==> src/rtl/rf_pkg.sv <==
package rf_pkg;

   localparam int unsigned RF_DEF_XLEN = 32;
   localparam int unsigned RF_DEF_NREG = 32;

   typedef enum logic [0:0] {
      RD_STORED      = 1'b0,
      RD_WRITE_FIRST = 1'b1
   } rd_mode_e;

   function automatic bit rf_is_pow2(input int unsigned v);
      return (v != 0) && ((v & (v - 1)) == 0);
   endfunction

endpackage

==> src/rtl/rf_wr_decode.sv <==
module rf_wr_decode #(
   parameter int unsigned NREG  = 32,
   parameter int unsigned IDX_W = 5
) (
   input  logic             rst,
   input  logic             wr_en,
   input  logic [IDX_W-1:0] wr_idx,
   output logic [NREG-1:0]  we_vec
);

   always_comb begin
      we_vec = '0;
      for (int unsigned i = 1; i < NREG; i++) begin
         if (!rst && wr_en && (wr_idx == IDX_W'(i))) begin
            we_vec[i] = 1'b1;
         end
      end
   end

endmodule

==> src/rtl/rf_bank.sv <==
module rf_bank #(
   parameter int unsigned XLEN = 32,
   parameter int unsigned NREG = 32
) (
   input  logic                      clk,
   input  logic                      rst,
   input  logic [NREG-1:0]           we_vec,
   input  logic [XLEN-1:0]           wr_data,
   output logic [NREG-1:0][XLEN-1:0] regs_q
);

   for (genvar i = 0; i < NREG; i++) begin : g_entry
      if (i == 0) begin : g_zero
         assign regs_q[i] = '0;
      end else begin : g_store
         always_ff @(posedge clk) begin
            if (rst) begin
               regs_q[i] <= '0;
            end else if (we_vec[i]) begin
               regs_q[i] <= wr_data;
            end
         end

         // the first cycle after reset finds the entry cleared
         p_reset_clear_r1: assert property (@(posedge clk) disable iff (rst)
            $past(rst) |-> (regs_q[i] == '0));

         // an entry not selected for writing keeps its value
         p_hold_unselected_r4: assert property (@(posedge clk) disable iff (rst)
            !we_vec[i] |=> $stable(regs_q[i]));
      end
   end

endmodule

==> src/rtl/rf_rd_port.sv <==
module rf_rd_port #(
   parameter int unsigned      XLEN  = 32,
   parameter int unsigned      NREG  = 32,
   parameter int unsigned      IDX_W = 5,
   parameter rf_pkg::rd_mode_e MODE  = rf_pkg::RD_WRITE_FIRST
) (
   input  logic [NREG-1:0][XLEN-1:0] regs_q,
   input  logic [IDX_W-1:0]          idx,
   input  logic                      byp_en,
   input  logic [IDX_W-1:0]          byp_idx,
   input  logic [XLEN-1:0]           byp_data,
   output logic [XLEN-1:0]           data
);

   logic [XLEN-1:0] stored;

   assign stored = regs_q[idx];

   if (MODE == rf_pkg::RD_WRITE_FIRST) begin : g_write_first
      logic hit;
      assign hit  = byp_en && (byp_idx == idx) && (idx != '0);
      assign data = hit ? byp_data : stored;
   end else begin : g_stored
      logic [IDX_W-1:0] unused_idx;
      logic [XLEN-1:0]  unused_data;
      logic             unused_en;
      assign unused_idx  = byp_idx;
      assign unused_data = byp_data;
      assign unused_en   = byp_en;
      assign data        = stored;
   end

endmodule

==> src/rtl/int_regfile.sv <==
module int_regfile #(
   parameter int unsigned XLEN        = rf_pkg::RF_DEF_XLEN,
   parameter int unsigned NREG        = rf_pkg::RF_DEF_NREG,
   parameter bit          WRITE_FIRST = 1'b1,
   parameter bit          DEBUG_EN    = 1'b1,
   localparam int unsigned IDX_W      = $clog2(NREG)
) (
   input  logic             clk,
   input  logic             rst,
   input  logic             wr_en,
   input  logic [IDX_W-1:0] wr_idx,
   input  logic [XLEN-1:0]  wr_data,
   input  logic [IDX_W-1:0] op_a_idx,
   output logic [XLEN-1:0]  op_a_data,
   input  logic [IDX_W-1:0] op_b_idx,
   output logic [XLEN-1:0]  op_b_data,
   input  logic [IDX_W-1:0] dbg_idx,
   output logic [XLEN-1:0]  dbg_data
);

   localparam int unsigned NPORT = 2;
   localparam rf_pkg::rd_mode_e OP_MODE =
      WRITE_FIRST ? rf_pkg::RD_WRITE_FIRST : rf_pkg::RD_STORED;

   if (XLEN < 8) begin : g_bad_xlen
      $error("int_regfile: XLEN must be at least 8");
   end
   if (!rf_pkg::rf_is_pow2(NREG) || NREG < 2) begin : g_bad_nreg
      $error("int_regfile: NREG must be a power of two, at least 2");
   end

   logic [NREG-1:0]           we_vec;
   logic [NREG-1:0][XLEN-1:0] regs_q;
   logic                      byp_en;
   logic [IDX_W-1:0]          port_idx  [NPORT];
   logic [XLEN-1:0]           port_data [NPORT];

   assign byp_en      = wr_en && !rst;
   assign port_idx[0] = op_a_idx;
   assign port_idx[1] = op_b_idx;
   assign op_a_data   = port_data[0];
   assign op_b_data   = port_data[1];

   rf_wr_decode #(
      .NREG  (NREG),
      .IDX_W (IDX_W)
   ) i_decode (
      .rst    (rst),
      .wr_en  (wr_en),
      .wr_idx (wr_idx),
      .we_vec (we_vec)
   );

   rf_bank #(
      .XLEN (XLEN),
      .NREG (NREG)
   ) i_bank (
      .clk     (clk),
      .rst     (rst),
      .we_vec  (we_vec),
      .wr_data (wr_data),
      .regs_q  (regs_q)
   );

   for (genvar p = 0; p < NPORT; p++) begin : g_op_port
      rf_rd_port #(
         .XLEN  (XLEN),
         .NREG  (NREG),
         .IDX_W (IDX_W),
         .MODE  (OP_MODE)
      ) i_port (
         .regs_q   (regs_q),
         .idx      (port_idx[p]),
         .byp_en   (byp_en),
         .byp_idx  (wr_idx),
         .byp_data (wr_data),
         .data     (port_data[p])
      );
   end

   if (DEBUG_EN) begin : g_dbg
      rf_rd_port #(
         .XLEN  (XLEN),
         .NREG  (NREG),
         .IDX_W (IDX_W),
         .MODE  (rf_pkg::RD_STORED)
      ) i_dbg_port (
         .regs_q   (regs_q),
         .idx      (dbg_idx),
         .byp_en   (1'b0),
         .byp_idx  ('0),
         .byp_data ('0),
         .data     (dbg_data)
      );
   end else begin : g_no_dbg
      logic [IDX_W-1:0] unused_dbg_idx;
      assign unused_dbg_idx = dbg_idx;
      assign dbg_data       = '0;
   end

   // index 0 is zero on both operand ports
   p_zero_op_a_r2: assert property (@(posedge clk) disable iff (rst)
      (op_a_idx == '0) |-> (op_a_data == '0));
   p_zero_op_b_r2: assert property (@(posedge clk) disable iff (rst)
      (op_b_idx == '0) |-> (op_b_data == '0));

   // the debug port also reads zero at index 0
   p_zero_dbg_r7: assert property (@(posedge clk) disable iff (rst)
      (dbg_idx == '0) |-> (dbg_data == '0));

   // a write to a nonzero index lands in that entry
   p_write_lands_r3: assert property (@(posedge clk) disable iff (rst)
      (wr_en && (wr_idx != '0)) |=> (regs_q[$past(wr_idx)] == $past(wr_data)));

   // write-first bypass on both operand ports
   p_bypass_a_r6: assert property (@(posedge clk) disable iff (rst)
      (WRITE_FIRST && wr_en && (wr_idx != '0) && (wr_idx == op_a_idx))
         |-> (op_a_data == wr_data));
   p_bypass_b_r6: assert property (@(posedge clk) disable iff (rst)
      (WRITE_FIRST && wr_en && (wr_idx != '0) && (wr_idx == op_b_idx))
         |-> (op_b_data == wr_data));

endmodule

==> config.mk <==
export PLATFORM = sky130hd
export DESIGN_NAME = int_regfile
export DESIGN_NICKNAME = d
export VERILOG_FILES = /design/src/rtl/rf_pkg.sv /design/src/rtl/rf_wr_decode.sv /design/src/rtl/rf_bank.sv /design/src/rtl/rf_rd_port.sv /design/src/rtl/int_regfile.sv
export SDC_FILE = /design/constraint.sdc
export NUM_CORES = 2
export LEC_CHECK = 0
export ABC_AREA = 1
export BUFFER_PORTS_ARGS = -buffer_cell sky130_fd_sc_hd__buf_4
export CAP_MARGIN = 25
export CORE_UTILIZATION = 35
export DETAILED_ROUTE_END_ITERATION = 8
export PLACE_DENSITY_LB_ADDON = 0.2
export SYNTH_ARGS = -nofsm -noshare
export SYNTH_HDL_FRONTEND = slang
export SYNTH_HIERARCHICAL = 1
export SYNTH_SLANG_ARGS = --single-unit
export TNS_END_PERCENT = 5
==> constraint.sdc <==
create_clock -name clk -period 3.8 [get_ports clk]
set_clock_uncertainty 0.05 [all_clocks]
set_input_delay 0.19 -clock clk [delete_from_list [all_inputs] [get_ports clk]]
set_output_delay 0.19 -clock clk [all_outputs]
set_load 0.01 [all_outputs]
# [Yosys cells after proc, flatten, opt, wreduce, memory -nomap -nowiden]
# Index checks and enable logic that the tools add are counted.
# Widths: inputs -> output; s select.
[op_classes] mux=39 magnitude_cmp=3 n_reduce_logical=39 eq_ne=33
[op_table] op="$bmux 32 s5" count=3
[op_table] op="$mux 32" count=5
[op_table] op="$eq 5x5->1 const B" count=16
[op_table] op="$eq 5x4->1 const B" count=8
[op_table] op="$logic_and 1x1->1" count=36
[op_table] op="$mux 1" count=31
[op_table] op="$eq 5x3->1 const B" count=4
[op_table] op="$lt 5x6->1 const B" count=3
[op_table] op="$eq 5x2->1 const B" count=2
[op_table] op="$eq 5x5->1" count=2
[op_table] op="$reduce_bool 5->1" count=2
[op_table] op="$eq 5x1->1 const B" count=1
[op_table] op="$logic_not 1->1" count=1
[word_totals] out_inout_bits=96 word_cells=145 ff_bits=992 input_bits=55

# [Logic depth before layout (Yosys ltp)]
[logic_depth] word_depth=5 depth_mapped=13 mapped_depth_nobuf=10

# [Cells and area by module]
# The synthesis kept the hierarchy.
[by_module_without_submodules] module="rf_bank" area_each_um2=37564.8 cells_each=5449 seq_area_each_um2=19859.0 instances=1
[by_module_without_submodules] module="rf_rd_port at g_op_port[0].i_port ..." area_each_um2=12259.3 cells_each=2950 seq_area_each_um2=0.0 instances=2
[by_module_without_submodules] module="rf_rd_port at g_dbg.i_dbg_port" area_each_um2=10796.6 cells_each=2431 seq_area_each_um2=0.0 instances=1
[by_module_without_submodules] module="rf_wr_decode" area_each_um2=304.0 cells_each=68 seq_area_each_um2=0.0 instances=1
[by_module_without_submodules] module="int_regfile" area_each_um2=13.8 cells_each=3 seq_area_each_um2=0.0 instances=1

# [Least setup slack after synthesis]
# Ideal clock, no wire load.
[synth_path] path_type="input port to output port" startpoint="in op_a_idx[0]" endpoint="out op_a_data[26]" slack_ns=2.280 t_arrival_ns=1.280 path_buffers=4 t_required_ns=3.560 cell_stages=13 cell_sequence="buf_4 > inv_4 > buf_6 > buf_6 > buf_6 > nand2_1 > nand2_1 > nand2_1 > nand3_1 > nand3_1 > nand2_1 > nand3_1 > nand2_1"
[synth_via] elab_chain_cells=4 elab_cells_between_ends=7 cone_classes="eq/ne (1); mux (3); reduce/logical (3)"
[synth_rtl] element="from (decl)" line_no="int_regfile.sv:13" text="input logic [IDX_W-1:0] op_a_idx,"
[synth_rtl] element="parallel branches: the longest is 3 deep, another holds $bmux 32 s5"
[synth_rtl] element="$mux 32 *" line_no="rf_rd_port.sv:22" text="assign data = hit ? byp_data : stored;"
[synth_rtl] element="to (decl)" line_no="int_regfile.sv:14" text="output logic [XLEN-1:0] op_a_data,"
# Mark *: on every way between the ends. The select of a mux whose other input is x is not followed.

# [Worst setup path after layout]
[layout_path] startpoint="in op_b_idx[2]" endpoint="out op_b_data[14]"
[layout_via] elab_chain_cells=4 elab_cells_between_ends=7 cone_classes="eq/ne (1); mux (3); reduce/logical (3)"
[layout_rtl] element="from (decl)" line_no="int_regfile.sv:15" text="input logic [IDX_W-1:0] op_b_idx,"
[layout_rtl] element="parallel branches: the longest is 3 deep, another holds $bmux 32 s5"
[layout_rtl] element="$mux 32 *" line_no="rf_rd_port.sv:22"
[layout_rtl] element="to (decl)" line_no="int_regfile.sv:16" text="output logic [XLEN-1:0] op_b_data,"
# Marks and branches as above.

==> results_dict.tcl <==
set metrics [dict create \
    status "complete, no violations" \
    dr_wl_met2_mm 143 \
    syn_to_final_growth_pct 8.74 \
    critPathSlowestCell "nor2_4" \
    cts_buffers 120 \
    netlist_area_mm2 0.0732 \
    holdWs_ps 46.6 \
    ctsResizeCount 0 \
    synth-warning-count 6 \
    cts_sinks 992 \
    cts_max_level 3 \
    synth_cells 13800 \
    port-buffer-count 150 \
    io_pins 151 \
    fillers 23200 \
    crit_path_start_kind "input port" \
    period_needed_ps 3270 \
    totalWireLength_mm 332 \
    slowest_delay_ps 650 \
    dp_hpwl_mm 186 \
    wire_per_inst_um 20.4 \
    root_buffer "clkbuf_16" \
    die_h_um 459 \
    syn-mean-instance-area_um2 5.28 \
    rsz0062_at_grt "no" \
    holdPathStages 5 \
    crit_family "simple AND/OR/NAND/NOR gates" \
    overflow 0 \
    end_kind "output pin" \
    num_rows 167 \
    critPathMaxFanout 50 \
    clock_latency_ps 800 \
    worst_slew_pin_slew_ps 1070 \
    start_util_pct 35.3 \
    cp_num_buf_inv 4 \
    gp_congestion 0.871 \
    worstPathRequired_ps 3560 \
    route.detailed.drc 0 \
    power_density_mw_per_mm2 356 \
    crit_chain "buf_6 > inv_6 > nor2_4 > buf_12 > nand3_1 > nand2_1 > nor2_1 > nand2_1 > nand3_1 > nand2_1 > buf_4" \
    core_mm2 0.207 \
    ant_nets 0 \
    max-slew-margin-rel_pct 28.5 \
    cts.reportedPaths.clkPinSlew_ps 60 \
    final_cells 16200 \
    largest_reg_flops 992 \
    hold_viol 0 \
    routed_via_density 5.18 \
    hp-class "in -> reg" \
    cp_common_cell "nand2_1" \
    biggestRegsByFlops "i_bank/regs_q: 992 flops" \
    power_uw 28300 \
    grt_pass1_vias 73700 \
    worst-setup-path-type "in -> out" \
    grt_util_all_layers_pct 30.3 \
    rr_startpoint "i_bank/regs_q[797]" \
    cts_buffer_depth 3 \
    fin_nets 13400 \
    grt_max_degree 169 \
    antenna_found_initial 10 \
    die_w_um 459 \
    report.final.slew_viol_count 0 \
    dr_total_vias 83900 \
    drt_iter0_markers 11300 \
    worst-r2r-cell-count 2 \
    fin_ws_ps 533 \
    first_pass_iters 8 \
    drv_cap 0 \
    min_from "wr_data[4]" \
    vdd_drop_max_v 0.000374 \
    grt_pass1_wl_mm 490 \
    met1Wirelength_mm 142 \
    cp.arrival_ps 3030 \
    place_ws_ps 730 \
    drive_gt1_share_pct 4.98 \
    cts_tree "done" \
    setup_violations 0 \
    max_freq_mhz 306 \
    rr_endpoint "i_bank/regs_q[797]" \
    cp.depth 11 \
    finalCritPeriodShare_pct 86.0 \
    regMostFlops "i_bank/regs_q" \
    dr.max_layer_used "met5" \
    tns_ps 0 \
    dp_cells 16000 \
    p_leak_uw 0.0341 \
    dieArea_mm2 0.211 \
    reg2reg_slack_ps 3070 \
    hold_end "i_bank/regs_q[484]" \
    met3WireLength_mm 32.2 \
]
==> metrics by stage <==
| stage | utilization (%) | instance area (µm²) |
|---|---|---|
| after floorplan | - | 73300 |
| after global placement | 35.8 | 74300 |
| after detailed placement | 36.0 | 74800 |
| after CTS | 38.3 | 79400 |
| after global routing | 38.4 | 79600 |
| final | 38.4 | 79600 |
==> cell usage in the layout (no fill, tap or decap), types with 2 or more instances in the layout <==
cell and count:
clkinvlp_4 3, dfxtp_1 992, inv_8 5, inv_6 5, nor3_1 2, inv_1 824, nand3_1 1942, dlygate4sd3_1 28
nand2_8 2, inv_2 7, nor2_2 3, clkinv_16 2, clkbuf_16 122, buf_16 20, clkbuf_1 14, nor2_4 33
nand2_4 2, diode_2 6, o21ai_0 64, nor2_1 2416, inv_16 2, xnor2_1 2, clkinv_8 2, o21ai_1 2
bufinv_16 16, o211ai_1 6, nand2_1 6306, conb_1 32, buf_12 58, buf_6 4, a21oi_1 120, clkinv_2 23
buf_8 8, o22ai_1 2, buf_4 307, xor2_1 2, clkbuf_8 41
==> worst max-delay path by stage <==
stage	startpoint	to	slack, ps
detailed placement	op_b_idx[2]	op_b_data[4]	730
global placement	op_b_idx[2]	op_b_data[4]	760
floorplan	op_a_idx[0]	op_a_data[26]	2280
CTS	rst	op_a_data[22]	620
global route	rst	op_b_data[1]	610
finish	op_b_idx[2]	op_b_data[14]	530
==> report_power, final <==
part / internal [µW] / switching, µW
sequential: 10500 / 83.2
clock: 7740 / 5270
combinational: 1320 / 3440
total: 19500 / 8790
==> what timing repair did <==
| item | 4_1_cts | 5_1_grt |
|---|---|---|
| setup buffers | 0 | 0 |
| hold buffers | 26 | 2 |
| hold endpoints to repair | 363 | 44 |
==> final cells by class <==
cell class | count | area [µm²] | share of cell area [%]
repair buffers | 425 | 4460 | 5.61
inverters | 842 | 3270 | 4.11
well taps | 2788 | 3490 | 4.38
flip-flops and latches | 992 | 19900 | 25.0
clock inverters | 49 | 716 | 0.899
diodes | 6 | 15.0 | 0.0189
multi-input cells | 10900 | 44100 | 55.4
clock buffers | 177 | 3670 | 4.61
==> metal layers <==
layer,track usage (%),vias up
met5,0,-
met4,12.3,2
met3,4.69,688
met2,47.2,4247
met1,41.5,38100
li1,-,40900
==> worst reg2reg max path: cells and delay by family (launching register included) <==
family | cells | cell delay (ps)
DFF | 1 | 410
and+or+nand+nor | 2 | 200
(Power assumes the default switching activity.)
